[config.mk]
export PLATFORM = sky130hd
export DESIGN_NAME = fault_recovery_seq
export DESIGN_NICKNAME = d
export VERILOG_FILES = /design/src/rtl/frs_pkg.sv /design/src/rtl/frs_fault_detect.sv /design/src/rtl/frs_dump_seq.sv /design/src/rtl/fault_recovery_seq.sv
export SDC_FILE = /design/constraint.sdc
export NUM_CORES = 1
export LEC_CHECK = 0
export ABC_CLOCK_PERIOD_IN_PS = 2400
export BUFFER_PORTS_ARGS = -buffer_cell sky130_fd_sc_hd__buf_2
export CORE_AREA = 3 3 97 99
export CTS_BUF_LIST = sky130_fd_sc_hd__clkbuf_2 sky130_fd_sc_hd__clkbuf_4 sky130_fd_sc_hd__clkbuf_8
export DETAILED_ROUTE_END_ITERATION = 8
export DIE_AREA = 0 0 100 102
export HOLD_SLACK_MARGIN = 0.15
export PLACE_DENSITY = 0.7
export SLEW_MARGIN = 20
export SYNTH_ARGS = -nofsm -noshare
export SYNTH_HDL_FRONTEND = slang
export SYNTH_SLANG_ARGS = --single-unit
[constraint.sdc]
create_clock -name clk -period 2.4 [get_ports clk]
set_input_delay 0.24 -clock clk [delete_from_list [all_inputs] [get_ports clk]]
set_output_delay 0.24 -clock clk [all_outputs]
set_load 0.02 [all_outputs]
[src/rtl/frs_pkg.sv]
package frs_pkg;
  typedef enum logic [2:0] {
    ST_RUN,
    ST_FIND,
    ST_PASS,
    ST_DUMP,
    ST_HOLD,
    ST_SEVERE
  } rec_state_t;
endpackage

[src/rtl/frs_fault_detect.sv]
module frs_fault_detect (
  input  logic bus_master,
  input  logic bus_err_in,
  input  logic chip_sel,
  input  logic int_ack,
  output logic any_fault
);
  logic bus_fault;
  logic self_addr_fault;

  // A reported bus error only counts during the station's own bus tenure.
  assign bus_fault       = bus_master & bus_err_in;
  // Selecting ourselves while mastering the bus is an address error.
  assign self_addr_fault = bus_master & (chip_sel | int_ack);
  assign any_fault       = bus_fault | self_addr_fault;
endmodule

[src/rtl/frs_dump_seq.sv]
module frs_dump_seq #(
  parameter int NPTR = 4,
  parameter int PTR_W = 32,
  parameter int FC_W = 16,
  parameter int AW = 8,
  parameter logic [AW-1:0] BASE = 8'hE0
) (
  input  logic                  clk,
  input  logic                  rst_n,
  input  logic                  active,
  input  logic [NPTR*PTR_W-1:0] ptr_flat,
  input  logic [NPTR*FC_W-1:0]  fc_flat,
  input  logic                  dump_ready,
  output logic                  dump_valid,
  output logic [AW-1:0]         dump_addr,
  output logic [PTR_W-1:0]      dump_data,
  output logic                  last_accept
);
  localparam int WORDS      = 2 * NPTR;
  localparam int IDX_W      = $clog2(WORDS);
  localparam int FC_BYTES   = FC_W / 8;
  localparam int PAIR_BYTES = (PTR_W + FC_W) / 8;

  logic [IDX_W-1:0] idx;
  logic [PTR_W-1:0] word_tbl [WORDS];
  logic             accept;

  for (genvar g = 0; g < NPTR; g++) begin : g_unpack
    assign word_tbl[2*g]   = PTR_W'(fc_flat[g*FC_W +: FC_W]);
    assign word_tbl[2*g+1] = ptr_flat[g*PTR_W +: PTR_W];
  end

  assign dump_valid  = active;
  assign accept      = active & dump_ready;
  assign last_accept = accept & (idx == IDX_W'(WORDS - 1));
  assign dump_data   = word_tbl[idx];
  assign dump_addr   = BASE + AW'(idx >> 1) * AW'(PAIR_BYTES)
                     + (idx[0] ? AW'(FC_BYTES) : '0);

  always_ff @(posedge clk or negedge rst_n) begin
    if (!rst_n)       idx <= '0;
    else if (!active) idx <= '0;
    else if (accept)  idx <= idx + 1'b1;
  end
endmodule

[src/rtl/fault_recovery_seq.sv]
module fault_recovery_seq
  import frs_pkg::*;
#(
  parameter int NPTR = 4,
  parameter int PTR_W = 32,
  parameter int FC_W = 16,
  parameter int AW = 8,
  parameter logic [AW-1:0] BASE = 8'hE0
) (
  input  logic                  clk,
  input  logic                  rst_n,
  input  logic                  bus_master,
  input  logic                  bus_err_in,
  input  logic                  chip_sel,
  input  logic                  int_ack,
  input  logic                  offline,
  input  logic                  token_held,
  input  logic                  succ_known,
  input  logic                  host_clear,
  input  logic                  irq_mask,
  input  logic                  pass_done,
  input  logic                  find_done,
  input  logic [NPTR*PTR_W-1:0] ptr_flat,
  input  logic [NPTR*FC_W-1:0]  fc_flat,
  input  logic                  dump_ready,
  output logic                  tx_en,
  output logic                  rx_en,
  output logic                  pass_req,
  output logic                  find_req,
  output logic                  dump_valid,
  output logic [AW-1:0]         dump_addr,
  output logic [PTR_W-1:0]      dump_data,
  output logic                  err_status,
  output logic                  irq,
  output logic                  severe
);
  rec_state_t st, nxt;
  logic       any_fault;
  logic       last_accept;

  frs_fault_detect u_detect (
    .bus_master (bus_master),
    .bus_err_in (bus_err_in),
    .chip_sel   (chip_sel),
    .int_ack    (int_ack),
    .any_fault  (any_fault)
  );

  frs_dump_seq #(
    .NPTR(NPTR), .PTR_W(PTR_W), .FC_W(FC_W), .AW(AW), .BASE(BASE)
  ) u_dump (
    .clk         (clk),
    .rst_n       (rst_n),
    .active      (st == ST_DUMP),
    .ptr_flat    (ptr_flat),
    .fc_flat     (fc_flat),
    .dump_ready  (dump_ready),
    .dump_valid  (dump_valid),
    .dump_addr   (dump_addr),
    .dump_data   (dump_data),
    .last_accept (last_accept)
  );

  // Any fault outside normal operation escalates; it wins over a clear.
  always_comb begin
    nxt = st;
    unique case (st)
      ST_RUN: begin
        if (any_fault) begin
          if (offline)         nxt = ST_SEVERE;
          else if (token_held) nxt = succ_known ? ST_PASS : ST_FIND;
          else                 nxt = ST_DUMP;
        end
      end
      ST_FIND:   if (any_fault) nxt = ST_SEVERE; else if (find_done)   nxt = ST_PASS;
      ST_PASS:   if (any_fault) nxt = ST_SEVERE; else if (pass_done)   nxt = ST_DUMP;
      ST_DUMP:   if (any_fault) nxt = ST_SEVERE; else if (last_accept) nxt = ST_HOLD;
      ST_HOLD:   if (any_fault) nxt = ST_SEVERE; else if (host_clear)  nxt = ST_RUN;
      ST_SEVERE: nxt = ST_SEVERE;
      default:   nxt = ST_SEVERE;
    endcase
  end

  always_ff @(posedge clk or negedge rst_n) begin
    if (!rst_n) st <= ST_RUN;
    else        st <= nxt;
  end

  assign tx_en      = (st == ST_RUN);
  assign rx_en      = (st == ST_RUN);
  assign find_req   = (st == ST_FIND);
  assign pass_req   = (st == ST_PASS);
  assign severe     = (st == ST_SEVERE);
  assign err_status = (st == ST_HOLD) | severe;
  assign irq        = ((st == ST_HOLD) & irq_mask) | severe;
endmodule

==> metrics.md <==
| Metric | Value |
|---|---|
| RSZ-0062 raised after global routing | no |
| Core area | 8640 sq um |
| Flops & latches, synth | 6 |
| Min-delay src | dump_ready |
| Clock sinks | 6 |
| Remaining DRCs | 0 |
| Layout cells sized above 1 | 75.6% |
| Synth area leader | mux4_2 |
| Pin count of the biggest net entering global routing | 37 |
| Initial DRC Count | 93 |
| Crit-path cells | buf_12 -> mux4_1 -> mux2_2 -> buf_2 |
| Die area | 10200 sq um |
| Worst r2r dst | st[1] |
| Global Route Usage Sum | 16.5% |
| Reg2Reg Depth | 6 |
| Clock root cell | clkbuf_8 |
| Syn Nets | 380 |
| Clock Path Buffers | 2 |
| Internal power | 659 uW |
| Clock skew | 0.00605 ns |
| PostCTS Resize Cnt | 0 |
| Status | finished, final reports clean |
| Switch Pwr | 478 uW |
| Main area contributors after synthesis | mux4_2 (32%), mux4_1 (22%), mux2_2 (8.5%), dfrtp_1 (7.1%), and2_1 (5.0%) |
| # IOs | 254 |
| Seq/Total Area, Yosys | 7.08% |
| Max incr delay on CP | 0.60 ns |
| Rows | 34 |
| H-tree depth | 1 |
| Post-synth EDFFs | 0 |
| Antenna-violating nets left | 0 |
| Top cell type's share of synthesized area | 31.9% |
| Final min period | 2.26 ns |
| Slowest stage cell on the critical path | mux4_1 |
| Pre-CTS setup slack | 0.365 ns |
| Mapped Cells | 168 |
| Synthesized cell area | 2120 sq um |
| Largest delay share family, worst path | multiplexers |
| HPWL Detailed | 8190 um |
| Vias in the first global route | 2679 |
| Length of the first detailed-routing pass in iterations | 4 |
| Final period util | 94.4% |
| Clock power frac | 14.9% |
| WHS Endpoint | u_dump.idx[0] |
| Layout area overhead | 65.2% |
| Ys async rst share | 100% |
| Hold Crit Depth | 3 |
| Fin worst setup slack | 0.136 ns |
| Type of the worst setup path | reg2out |
| Critical Path RT | 2.16 ns |
| Top_reg_cell synth | dfrtp_1 |
| Number of port buffers | 252 |
| WP buf/inv | 2 |
| Starting Density | 24.6% |
| Worst-path fanout max | 33 |
| CTS tree | done |
| Yosys cell types | 37 |
| Critical path capture point type | primary output |
| FMAX | 442 MHz |
| Max Cap Violations | 0 |
| Vias | 2611 |
| Total congestion overflow | 0 |
| Setup TNS | 0 ns |
| Peak supply drop | 0.235 mV |
| Die span in x | 100 um |
| Synth warn | 0 |
| Number of CTS-inserted buffers | 3 |
| Routed WL per cell | 17.6 um |
| Initial antenna violation count | 6 |
| Sw frac | 42.1% |
| Syn Area/Cell | 12.6 sq um |
| Seq pwr share | 18.1% |
| Comb pwr share | 67.0% |
| Vias per cell | 4.99 |
| Clock Latency Late Sink | 0.22 ns |
| Net count, final | 623 |
| Crit path DAT | 2.02 ns |
| First-pass GRT wire length | 13300 um |
| Hold WC Path Type | in2reg |
| Crit start category | flip-flop |
| R2R Setup Slk | 0.61 ns |
| Pins Over Slew Limit | 0 |
| Routed WL | 9180 um |
| Clock transition at path regs | 0.04 ns |
| LEAKAGE | 1.77 nW |
| PD cells | 325 nW/um^2 |
| Most frequent cells in the layout | buf_2 (252), mux4_2 (30), mux4_1 (18), and2_1 (17), mux2_2 (16) |
| Final RePlAce weighted congestion | 0.888 |
| Final Hold Viols | 0 |
| Die Span Y | 102 um |
| Most common cell after layout, fill and taps aside | buf_2 |
| Final setup fails | 0 |
| Worst r2r src | u_dump.idx[0] |
==> how the worst max path moves through the flow <==
stage / from / endpoint / cells after the start
final: u_dump.idx[0] / dump_data[5] / 4
after floorplan: u_dump.idx[1] / dump_addr[7] / 9
after global placement: u_dump.idx[0] / dump_data[8] / 4
after detailed placement: u_dump.idx[0] / dump_data[5] / 4
after CTS: u_dump.idx[0] / dump_data[5] / 4
after global routing: u_dump.idx[0] / dump_data[5] / 4
==> worst min-delay path: stages <==
cell and delay [ns]:
buf_2 0.14, xnor2_1 0.07, nor2_1 0.08
==> registers in the layout, indices dropped and copies added, names as in the netlist <==
name / flops
u_dump.idx: 3
st: 3
==> synthesized netlist by cell type (4+ instances only) <==
cell type and count:
nand3_1 4, buf_4 6, buf_2 5, nor3_1 8
and2_1 17, ha_1 6, nor2_1 9, clkbuf_1 5
buf_6 5, mux4_2 30, dfrtp_1 6, mux2_2 16
inv_1 5, mux4_1 18
==> repair_timing <==
action | CTS | global route
setup buffers | 0 | 0
hold buffers | 1 | 0
hold endpoints to repair | 6 | 0
==> cell type report <==
cell class / instances / area, sq um
Fill cell: 841 / 5130
Multi-Input combinational cell: 136 / 1810
Timing Repair Buffer: 259 / 1330
Sequential cell: 6 / 153
Tap cell: 108 / 135
Clock buffer: 4 / 48.8
Inverter: 5 / 18.8
Antenna cell: 5 / 12.5
==> through the flow <==
| stage | area, sq um | std cells | hold WS [ns] | util (%) | power, mW |
|---|---|---|---|---|---|
| global route | 3500 | 523 | 0.367 | 40.6 | 1.23 |
| detailed placement | 3430 | 513 | 0.0779 | 39.7 | 0.970 |
| floorplan | 2120 | 168 | -0.0556 | - | 0.671 |
| CTS | 3490 | 518 | 0.358 | 40.4 | 1.15 |
| global placement | 3430 | 513 | 0.0743 | 39.7 | 0.952 |
| finish | 3500 | 523 | 0.359 | 40.6 | 1.14 |
==> power by group through the flow <==
stage          Clock, mW  Combinational, mW  Sequential (mW)
2_1_floorplan          0              0.523            0.148
3_3_place_gp           0              0.752            0.200
3_5_place_dp           0              0.767            0.203
4_1_cts            0.175              0.771            0.202
5_1_grt            0.180              0.830            0.216
6_report           0.169              0.762            0.205
==> routing by layer <==
metal  track usage (%)  share of wire, %  vias to the layer above
met2              30.6                50                      166
met1              18.7                37                     1231
met4              4.97               2.5                        2
li1                  -                 -                     1194
met3              4.37                11                       18
met5                 0              0.14                        -
==> kinds of logic (layout without fill, tap and decap cells) <==
group / count (synthesis) / in the layout / share of synthesized area [%]
fa+ha+maj: 6 / 6 / 3.54
simple gates: 47 / 47 / 12.2
flops: 6 / 6 / 7.08
mux: 66 / 66 / 63.6
buf+inv: 26 / 268 / 7.73
other cells: 1 / 6 / 0.177
xor+xnor: 2 / 2 / 0.826
compound gates: 14 / 14 / 4.84
Power figures use the tool's default switching activity.
